===== src/rtl/keysense_irq_merge.sv =====
module keysense_irq_merge #(
  parameter int KEYS       = 16,
  parameter int LO_PIN_BIT = 6,
  parameter int AW         = 2
) (
  input  logic            clk,
  input  logic            rst_n,
  input  logic [KEYS-1:0] key_n,
  input  logic            pin_hi_n,
  input  logic            pin_lo_n,
  input  logic            pin_lo_alt_n,
  input  logic            wr_en,
  input  logic [AW-1:0]   wr_addr,
  input  logic [KEYS-1:0] wr_data,
  output logic            irq_hi,
  output logic            irq_lo
);
  localparam int HALF = KEYS / 2;
  localparam int SW   = KEYS + 3;

  logic [SW-1:0]   s1, s2;
  logic [KEYS-1:0] mask, key_s, keys_eff;
  logic            mode, en_lo, en_hi;
  logic [1:0]      sense_lo, sense_hi;
  logic            prev_lo, prev_hi, flag_lo, flag_hi;
  logic            comb_lo, comb_hi, hit_lo, hit_hi, clr_lo, clr_hi;
  logic            phi_s, plo_s, palt_s, hi_pin_ok;

  always_ff @(posedge clk or negedge rst_n)
    if (!rst_n) begin
      s1 <= '1;
      s2 <= '1;
    end else begin
      s1 <= {pin_lo_alt_n, pin_lo_n, pin_hi_n, key_n};
      s2 <= s1;
    end

  assign key_s  = s2[KEYS-1:0];
  assign phi_s  = s2[KEYS];
  assign plo_s  = s2[KEYS+1];
  assign palt_s = s2[KEYS+2];

  assign keys_eff  = key_s | mask;
  assign hi_pin_ok = &mask[KEYS-1:HALF];

  assign comb_hi = mode ? phi_s
                        : (&keys_eff[KEYS-1:HALF]) & (phi_s | ~hi_pin_ok);
  assign comb_lo = mode ? palt_s
                        : (&keys_eff[HALF-1:0]) & (plo_s | mask[LO_PIN_BIT]);

  function automatic logic detect(input logic [1:0] sel, input logic cur, input logic old);
    case (sel)
      2'b00:   return ~cur;
      2'b01:   return old & ~cur;
      2'b10:   return ~old & cur;
      default: return old ^ cur;
    endcase
  endfunction

  assign hit_lo = detect(sense_lo, comb_lo, prev_lo);
  assign hit_hi = detect(sense_hi, comb_hi, prev_hi);

  assign clr_lo = wr_en && wr_addr == AW'(2) && wr_data[0];
  assign clr_hi = wr_en && wr_addr == AW'(2) && wr_data[1];

  always_ff @(posedge clk or negedge rst_n)
    if (!rst_n) begin
      mask     <= '1;
      mode     <= 1'b0;
      sense_lo <= 2'b00;
      sense_hi <= 2'b00;
      en_lo    <= 1'b0;
      en_hi    <= 1'b0;
    end else if (wr_en) begin
      if (wr_addr == AW'(0)) mask <= wr_data;
      if (wr_addr == AW'(1)) begin
        mode     <= wr_data[0];
        sense_lo <= wr_data[2:1];
        en_lo    <= wr_data[3];
        sense_hi <= wr_data[5:4];
        en_hi    <= wr_data[6];
      end
    end

  always_ff @(posedge clk or negedge rst_n)
    if (!rst_n) begin
      prev_lo <= 1'b1;
      prev_hi <= 1'b1;
      flag_lo <= 1'b0;
      flag_hi <= 1'b0;
    end else begin
      prev_lo <= comb_lo;
      prev_hi <= comb_hi;
      flag_lo <= hit_lo | (flag_lo & ~clr_lo);
      flag_hi <= hit_hi | (flag_hi & ~clr_hi);
    end

  assign irq_lo = flag_lo & en_lo;
  assign irq_hi = flag_hi & en_hi;
endmodule


===== config.mk =====
export PLATFORM = sky130hd
export DESIGN_NAME = keysense_irq_merge
export DESIGN_NICKNAME = d
export VERILOG_FILES = /design/src/rtl/keysense_irq_merge.sv
export SDC_FILE = /design/constraint.sdc
export NUM_CORES = 1
export LEC_CHECK = 0
export CELL_PAD_IN_SITES_DETAIL_PLACEMENT = 1
export CELL_PAD_IN_SITES_GLOBAL_PLACEMENT = 1
export CORE_MARGIN = 2
export CORE_UTILIZATION = 40
export CTS_BUF_LIST = sky130_fd_sc_hd__clkbuf_8
export CTS_CLUSTER_DIAMETER = 40
export DETAILED_ROUTE_END_ITERATION = 10
export HOLD_SLACK_MARGIN = 0.08
export PLACE_DENSITY_LB_ADDON = 0.2
export SYNTH_ARGS = -nofsm -noshare
export SYNTH_HDL_FRONTEND = slang
export SYNTH_SLANG_ARGS = --single-unit

===== constraint.sdc =====
create_clock -name clk -period 3 [get_ports clk]
set_input_delay 0.6 -clock clk [delete_from_list [all_inputs] [get_ports clk]]
set_output_delay 0.6 -clock clk [all_outputs]
set_load 0.005 [all_outputs]

==> results of run 1 <==
worst max-delay path by stage:
stage                               from                   end  slack, ps  cells after the start
global placement                   wr_en  mask[15]$_DFFE_PN1P_        980                      4
floorplan            mask[9]$_DFFE_PN1P_     flag_hi$_DFF_PN0_       1160                      8
detailed placement  mask[10]$_DFFE_PN1P_     flag_hi$_DFF_PN0_        890                      8
CTS                 mask[10]$_DFFE_PN1P_     flag_hi$_DFF_PN0_        860                      8
global route        mask[10]$_DFFE_PN1P_     flag_hi$_DFF_PN0_        790                      8
finish              mask[10]$_DFFE_PN1P_     flag_hi$_DFF_PN0_        890                      8
kinds of logic after synthesis:
family,after synthesis,share of synthesized area [%]
DFF,65,74.51
muxes,23,11.37
and+or+nand+nor,19,5.660
AOI/OAI and AO/OA,17,5.110
buffers and inverters,5,1.154
adders and majority gates,4,2.198
cell usage after synthesis (all sizes together) (2+ instances only):
master  instances  area share (%)
a21oi           3            0.66
a22o            2            0.77
and2            2            0.55
dfrtp           9             9.9
dfstp          56              65
ha              4             2.2
inv             4            0.66
mux2           23              11
nand2           2            0.33
nand4           2            0.55
nand4b          2            0.77
nor2            5            0.82
nor4            2            0.82
o22ai           7             1.9
layout make-up:
| class | count | area [um^2] |
|---|---|---|
| repair buffers | 43 | 420.4 |
| clock buffers | 13 | 178.9 |
| fillers | 529 | 2516 |
| well taps | 72 | 90.09 |
| multi-input cells | 63 | 554.3 |
| inverters | 4 | 15.01 |
| flip-flops and latches | 65 | 1697 |
| clock inverters | 2 | 35.03 |
registers in the layout, summed over array words and instances, names as in the netlist:
name      cells
sense_hi      2
flag_lo       1
prev_hi       1
en_lo         1
mode          1
en_hi         1
s2           19
flag_hi       1
prev_lo       1
mask         16
sense_lo      2
s1           19
layer usage:
metal  vias up  part of all wire, %
met5         -                    0
met1       666                   42
met3         7                  3.3
met4         0                  2.3
met2        29                   52
li1        582                    -
worst max-delay path, delay by kind of cell, from the launching register on:
kind                     cells  cell delay, ps
adder cells (fa/ha/maj)      1             210
buffers and inverters        1              50
flip-flops                   1             560
AO/OA/AOI/OAI                5             850
AND/OR/NAND/NOR              1             320
through the flow:
stage | worst slack [ps] | hold slack, ps | std cells | power, W | instance area [um^2]
3_3_place_gp | 980.5 | 345.8 | 247 | 0.001320 | 2776
5_1_grt | 794.1 | 359.6 | 262 | 0.002210 | 2990
2_1_floorplan | 1155 | 304.4 | 133 | 0.001207 | 2277
3_5_place_dp | 892.0 | 347.3 | 247 | 0.001350 | 2776
4_1_cts | 859.1 | 356.8 | 262 | 0.002137 | 2990
6_report | 888.1 | 354.2 | 262 | 0.002102 | 2990
power by group through the flow:
| stage | combinational [W] | clock (W) | sequential, W |
|---|---|---|---|
| 6_report | 0.000243 | 0.000772 | 0.00109 |
| 5_1_grt | 0.000268 | 0.000838 | 0.00110 |
| 4_1_cts | 0.000249 | 0.000798 | 0.00109 |
| 3_5_place_dp | 0.000245 | 0 | 0.00110 |
| 3_3_place_gp | 0.000227 | 0 | 0.00109 |
| 2_1_floorplan | 0.000131 | 0 | 0.00108 |
==> metrics.yaml, run 1 <==
ios: 42
grt_max_degree: 66
gr-usage-met3_pct: 3.733
core_area_um2: 5507
drive_gt1_share_pct: 52.63
worst_path_max_delay_cell: "dfstp_2"
yosysWarnings: 0
postRouteAntennaNets: 0
cts_setup_buffers: 0
min_to: "s2[4]$_DFF_PN1_"
r2r_slack_ps: 890
dieArea_um2: 6312
die_h_um: 79.45
layout_worst_path_cycle_share_pct: 70.40
pwr-share-clk_pct: 36.7
grt_use_total_pct: 15.84
syn-num-nets: 177
path_clk_slew_ps: 70
place_congestion: 0.6945
p_int_w: 0.001640
synthToLayoutAreaGrowth_pct: 31.32
cts_root_buf: "clkbuf_8"
cts_tree: "yes"
cellLeakagePower_nw: 1.177
route.detailed.drc: 0
fmax_ghz: 0.4735
rr_endpoint: "flag_hi$_DFF_PN0_"
diodes: 0
clk_path_buf_depth: 2
start_kind: "flop"
vias: 1284
postLayoutCoreUtil_pct: 54.31
start_util_pct: 41.35
relSlewSlack_pct: 49.25
report.final.setup_viol: 0
antenna_found_initial: 0
synth_cells: 133
synth_area_um2: 2277
final.setup_skew_ps: 6.982
slowest_delay_ps: 560
place.detailed.hpwl_mm: 3.041
grt_pass1_vias: 1524
comb_power_share_pct: 11.5
avgRoutedWirePerCell_um: 16.26
seqPwrFrac_pct: 51.7
r2r_cells: 8
worstHoldPathCells: 0
avgSynthCellArea_um2: 17.12
report.final.hold_viol_count: 0
wirelength_mm: 4.259
pwr_density_cell_nw_per_um2: 702.9
status: "complete, no violations"
setup.worst_path.end_class: "flop"
switching_share_pct: 22.00
ys_types: 25
cts_hold_buffers: 0
cp_max_fo: 3
p_switching_w: 0.0004624
r2r_start: "mask[10]$_DFFE_PN1P_"
first_pass_iters: 4
top_usage_layer: "met2"
hold_path.class: "reg -> reg"
cts_sinks: 65
timing.final.crit_period_ps: 2112
nets: 230
avgViaCountPerCell: 4.901
globalRouteOverflowTotal: 0
path_class: "reg -> reg"
yosys_most_used_dff: "dfstp_2"
worst_pin_slew_ps: 761.2
fp.dieW_um: 79.45
final_cell_mix: "dfstp_2, clkdlybuf4s50_1, mux2_2, clkbuf_8, dfrtp_1"
drv_cap: 0
worstPathArrival_ps: 2330
mostFrequentLayoutCell: "dfstp_2"
ir_drop_mv: 0.3088
fin_tns_setup_ps: 0
cts_buffers: 9
met2_usage_pct: 25.88
post_cts_resized: 0
rsz0062_at_grt: "false"
async_reset_ff_share_pct: 100.0
io_buffers: 41
ys_ff_latch: 65
drtIter0Drc: 70
path_cells: "o22ai_1 > nor4_2 > o22a_2 > inv_1 > ha_1 > a21oi_1 > o311ai_1 > a22o_1"
seq_area_frac_synth_pct: 74.51
clk_latency_ps: 330
htreeDepth: 3
drv_slew: 0
synth_edf_count: 0
min-delay-start: "s1[4]$_DFF_PN1_"
grt_pass1_wl_mm: 7.272
required_ps: 3220
met1_usage_pct: 18.64
num_rows: 27
Note: power is estimated with default switching activity, not from simulation.
==> run 2, diff against run 1 <==
Clock period 3 ns to 2.01 ns, I/O delays scaled along.
==> run 2 against run 1 <==
Against the previous run:
- register-to-register slack worse by 900 ps
- routed wire length up 7.1%
- first-iteration DRC count decreased by 44%
- the flow now finishes with violations (setup timing)
- via count rose by 2.3%
- largest power group unchanged
==> metrics.yaml, run 2 (synthesis results as in run 1) <==
status: "finished, violations left"
violations: "setup timing"
hold-worst-slack_ps: 317.7  # -36.46 ps
drv_cap: 0  # unchanged
final_cells: 268  # +2.3%
drive_gt1_share_pct: 58.67  # +6.0 points
path_class: "reg -> reg"
required_ps: 2230  # -990 ps
drtIter0Drc: 39  # -44%
r2r_slack_ps: -10  # -900 ps
diodes: 0  # unchanged
timing.final.crit_period_ps: 2020  # -91.96 ps
final.setup_skew_ps: 6.840  # -0.1424 ps
total_power_w: 0.003481  # +66%
fp.dieW_um: 79.45  # unchanged
io_buffers: 41  # unchanged
rsz0062_at_grt: "true"
cts_tree: "yes"
place_congestion: 0.7989  # +15%
clk_latency_ps: 330  # about the same
cts_root_buf: "clkbuf_8"
hold_path.class: "in -> async"
report.final.hold_viol_count: 0  # unchanged
pwr_density_cell_nw_per_um2: 1103  # +57%
cts_buffers: 9  # unchanged
postRouteAntennaNets: 0  # unchanged
cellLeakagePower_nw: 1.231  # +4.6%
rr_endpoint: "flag_hi$_DFF_PN0_"
core_area_um2: 5507  # unchanged
mostFrequentLayoutCell: "dfstp_2"
route.detailed.drc: 0  # unchanged
final_cell_mix: "dfstp_2, clkdlybuf4s50_1, mux2_2, clkbuf_8, dfrtp_1"
die_h_um: 79.45  # unchanged
start_util_pct: 41.35  # unchanged
globalRouteOverflowTotal: 0  # unchanged
synthToLayoutAreaGrowth_pct: 38.57
top_regs: "s1 x19, s2 x19, mask x16"
wirelength_mm: 4.561  # +7.1%
layout_worst_path_cycle_share_pct: 100.5  # +30 points
ios: 42  # unchanged
worst_slack_ps: -9.903  # -898.0 ps
num_rows: 27  # unchanged
r2r_cells: 10  # +2
fmax_ghz: 0.4951  # +4.6%
avgViaCountPerCell: 4.903  # about the same
first_pass_iters: 4  # unchanged
grt_pass1_wl_mm: 7.272  # unchanged
vias: 1314  # +2.3%
setup.worst_path.end_class: "flop"
dp_cells: 249  # +0.81%
ir_drop_mv: 0.7856  # +150%
grt_max_degree: 32  # -52%
antenna_found_initial: 0  # unchanged
worstPathArrival_ps: 2240  # -90 ps
htreeDepth: 3  # unchanged
avgRoutedWirePerCell_um: 17.02  # +4.7%
finalInstanceArea_um2: 3156  # +5.5%
postLayoutCoreUtil_pct: 57.31  # +3.0 points
report.final.setup_viol: 1  # +1
path_clk_slew_ps: 70  # about the same
dieArea_um2: 6312  # unchanged
grt_use_total_pct: 16.32  # +0.48 points
place.detailed.hpwl_mm: 3.100  # +1.9%
start_kind: "flop"
r2r_start: "mask[8]$_DFFE_PN1P_"
clk_path_buf_depth: 2  # unchanged
worst_pin_slew_ps: 443.0  # -318.2 ps
dpl_cell_area_um2: 2816  # +1.4%
cp_max_fo: 3  # unchanged
relSlewSlack_pct: 70.46  # +21 points
cts_sinks: 65  # unchanged
drv_slew: 0  # unchanged
nets: 235  # +2.2%
grt_pass1_vias: 1427  # -6.4%
==> run 2: cell count changes in the layout (fill, tap and decap cells not counted), moves of 2 or more <==
cell,before,now
buf_12,0,2
buf_4,2,4
bufinv_16,1,3
ha_1,4,2
==> run 2: cell type report <==
class / instances / area, um^2
fillers: 522 / 2351
flip-flops and latches: 65 / 1697
multi-input cells: 63 / 604.3
repair buffers: 48 / 486.7
clock buffers: 12 / 165.2
clock inverters: 4 / 97.59
well taps: 72 / 90.09
inverters: 4 / 15.01
==> run 2: power by group <==
group / switching (W) / total (W) / internal, W
Clock: 0.000490 / 0.00142 / 0.000926
Sequential: 0.000100 / 0.00163 / 0.00153
Combinational: 0.000170 / 0.000435 / 0.000265
Total: 0.000759 / 0.00348 / 0.00272
==> run 2: metal layers <==
layer | vias to the layer above | share of wire [%] | track usage [%]
met3 | 5 | 3.9 | 5.882
met1 | 678 | 44 | 20.03
met5 | - | 0 | 0
li1 | 599 | - | -
met4 | 0 | 1.3 | 8.621
met2 | 32 | 51 | 25.21
==> run 2: what timing repair did <==
action | 4_1_cts | 5_1_grt
resized for setup | 1 | 10
pin swaps | 2 | 9
hold buffers | 0 | 0
endpoints found under the setup margin | 2 | 2
buffers inserted | 1 | 2
==> run 2: worst max-delay path, cell delays in order (launching register included) <==
cell and delay, ps:
dfstp_2 550, nand4_1 110, nor2_1 140, nor2_2 60, o22a_2 260, buf_6 130, ha_4 250, nand2_2 40
o21ai_1 70, nand2_1 60, a22o_1 240
==> run 2: worst max path at each step <==
stage                              to           startpoint  depth (start not counted)  slack [ps]
global placement    flag_hi$_DFF_PN0_  mask[9]$_DFFE_PN1P_                          8         100
CTS                 flag_hi$_DFF_PN0_  mask[9]$_DFFE_PN1P_                          8          20
detailed placement  flag_lo$_DFF_PN0_      s2[6]$_DFF_PN1_                          8         -40
finish              flag_hi$_DFF_PN0_  mask[8]$_DFFE_PN1P_                         10         -10
global route        flag_hi$_DFF_PN0_  mask[8]$_DFFE_PN1P_                         10        -150
floorplan           flag_hi$_DFF_PN0_  mask[9]$_DFFE_PN1P_                          8         170
==> run 2: stage by stage <==
| step | setup slack, ps | TNS (ps) |
|---|---|---|
| 2_1_floorplan | 165.3 | 0 |
| 5_1_grt | -145.5 | -145.5 |
| 3_3_place_gp | 99.47 | 0 |
| 4_1_cts | 15.31 | 0 |
| 3_5_place_dp | -38.19 | -49.45 |
| 6_report | -9.903 | -9.903 |
==> run 3, diff against run 2 <==
Settings changed: MAX_ROUTING_LAYER set to met4.
==> run 3 against run 2 <==
Against the previous run:
- the flow still finishes with violations (setup timing)
- die area did not move
- first-iteration DRC count rose by 5.1%
- power about the same
- critical path type unchanged
- highest routed layer unchanged
==> metrics.yaml, run 3 (synthesis results as in run 1) <==
drv_cap: 0  # unchanged
path_class: "reg -> reg"
fmax_ghz: 0.4957  # +0.12%
grt_max_degree: 32  # unchanged
fin_tns_setup_ps: -7.550  # +2.353 ps
grt_use_total_pct: 16.82  # +0.50 points
violations: "setup timing"
hold_path.class: "in -> async"
worst_pin_slew_ps: 444.7  # +1.622 ps
diodes: 0  # unchanged
synthToLayoutAreaGrowth_pct: 38.57  # unchanged
avgRoutedWirePerCell_um: 16.99  # -0.20%
fp.dieW_um: 79.45  # unchanged
final_cells: 268  # unchanged
pwr_density_cell_nw_per_um2: 1103  # about the same
cp_max_fo: 3  # unchanged
postRouteAntennaNets: 0  # unchanged
die_h_um: 79.45  # unchanged
path_clk_slew_ps: 70  # about the same
first_pass_iters: 4  # unchanged
layout_worst_path_cycle_share_pct: 100.4  # -0.12 points
cts_root_buf: "clkbuf_8"
place_congestion: 0.8104  # +1.4%
dieArea_um2: 6312  # unchanged
core_area_um2: 5507  # unchanged
report.final.hold_viol_count: 0  # unchanged
globalRouteOverflowTotal: 0  # unchanged
route.detailed.drc: 0  # unchanged
grt_pass1_wl_mm: 7.293  # +0.29%
required_ps: 2230  # about the same
cellLeakagePower_nw: 1.231  # unchanged
ir_drop_mv: 0.7862  # about the same
io_buffers: 41  # unchanged
start_kind: "flop"
antenna_found_initial: 0  # unchanged
htreeDepth: 3  # unchanged
r2r_cells: 10  # unchanged
relSlewSlack_pct: 70.36  # -0.11 points
gr-usage-met3_pct: 4.412  # -1.5 points
clk_path_buf_depth: 2  # unchanged
worst_slack_ps: -7.550  # +2.353 ps
cts_buffers: 9  # unchanged
top_regs: "s1 x19, s2 x19, mask x16"
avgViaCountPerCell: 4.896  # -0.15%
met2_usage_pct: 25.29  # +0.084 points
nets: 235  # unchanged
vias: 1312  # -0.15%
dp_cells: 249  # unchanged
timing.final.crit_period_ps: 2018  # -2.353 ps
num_rows: 27  # unchanged
wirelength_mm: 4.552  # -0.20%
status: "finished, violations left"
start_util_pct: 41.35  # unchanged
grt_pass1_vias: 1427  # unchanged
drive_gt1_share_pct: 58.67  # unchanged
setup.worst_path.end_class: "flop"
cts_sinks: 65  # unchanged
mostFrequentLayoutCell: "dfstp_2"
ios: 42  # unchanged
drtIter0Drc: 41  # +5.1%
report.final.setup_viol: 1  # unchanged
rsz0062_at_grt: "true"
final.setup_skew_ps: 7.441  # +0.6011 ps
place.detailed.hpwl_mm: 3.100  # unchanged
top_usage_layer: "met2"
worstPathArrival_ps: 2230  # about the same
drv_slew: 0  # unchanged
met1_usage_pct: 20.18  # +0.15 points
cts_tree: "yes"
final_cell_mix: "dfstp_2, clkdlybuf4s50_1, mux2_2, clkbuf_8, dfrtp_1"
clk_latency_ps: 330  # about the same
-- run 3: per-layer routing --
metal	vias up	share of wire (%)
met5	-	0
met1	674	44
met2	30	50
met3	9	3.2
li1	599	-
met4	0	2.2
-- run 3: final timing paths --
| path | startpoint | endpoint | slack, ps |
|---|---|---|---|
| setup / recovery | mask[8]$_DFFE_PN1P_ | flag_hi$_DFF_PN0_ | -8 |
| hold / removal | rst_n | s2[3]$_DFF_PN1_ | 320 |
| setup reg to reg | mask[8]$_DFFE_PN1P_ | flag_hi$_DFF_PN0_ | -8 |
| hold reg to reg | s1[16]$_DFF_PN1_ | s2[16]$_DFF_PN1_ | 350 |
| max in group asynchronous | rst_n | s1[12]$_DFF_PN1_ | 1360 |
| min in group clk | s1[16]$_DFF_PN1_ | s2[16]$_DFF_PN1_ | 350 |
-- run 3: worst max-delay path: stages, from the launching register on --
cell,delay [ps]
dfstp_2,550
nand4_1,110
nor2_1,140
nor2_2,60
o22a_2,260
buf_6,130
ha_4,250
nand2_2,40
o21ai_1,70
nand2_1,60
a22o_1,240
-- run 3: cell type report --
class / count / area [um^2]
repair buffers: 48 / 486.7
fillers: 522 / 2351
clock inverters: 4 / 97.59
clock buffers: 12 / 165.2
well taps: 72 / 90.09
inverters: 4 / 15.01
flip-flops and latches: 65 / 1697
multi-input cells: 63 / 604.3
-- run 3: per-stage QoR --
stage	area [um^2]	power [W]	utilization [%]	setup WS [ps]	hold slack [ps]
2_1_floorplan	2277	0.001801	-	165.3	106.4
3_3_place_gp	2816	0.001979	51.15	99.47	345.4
3_5_place_dp	2816	0.002020	51.15	-38.19	346.9
4_1_cts	3093	0.003463	56.17	15.31	334.2
5_1_grt	3156	0.003636	57.31	-145.4	358.5
6_report	3156	0.003480	57.31	-7.550	319.3
-- run 3: power by group --
part	switching (W)	internal, W	total [W]
Combinational	0.000170	0.000265	0.000435
Sequential	0.0000999	0.00153	0.00163
Clock	0.000490	0.000926	0.00142
-- run 3: what timing repair did --
item	CTS	global route
gates resized for setup	1	10
pin swaps	2	9
hold buffers	0	0
setup buffers	1	2
setup endpoints to repair	2	2
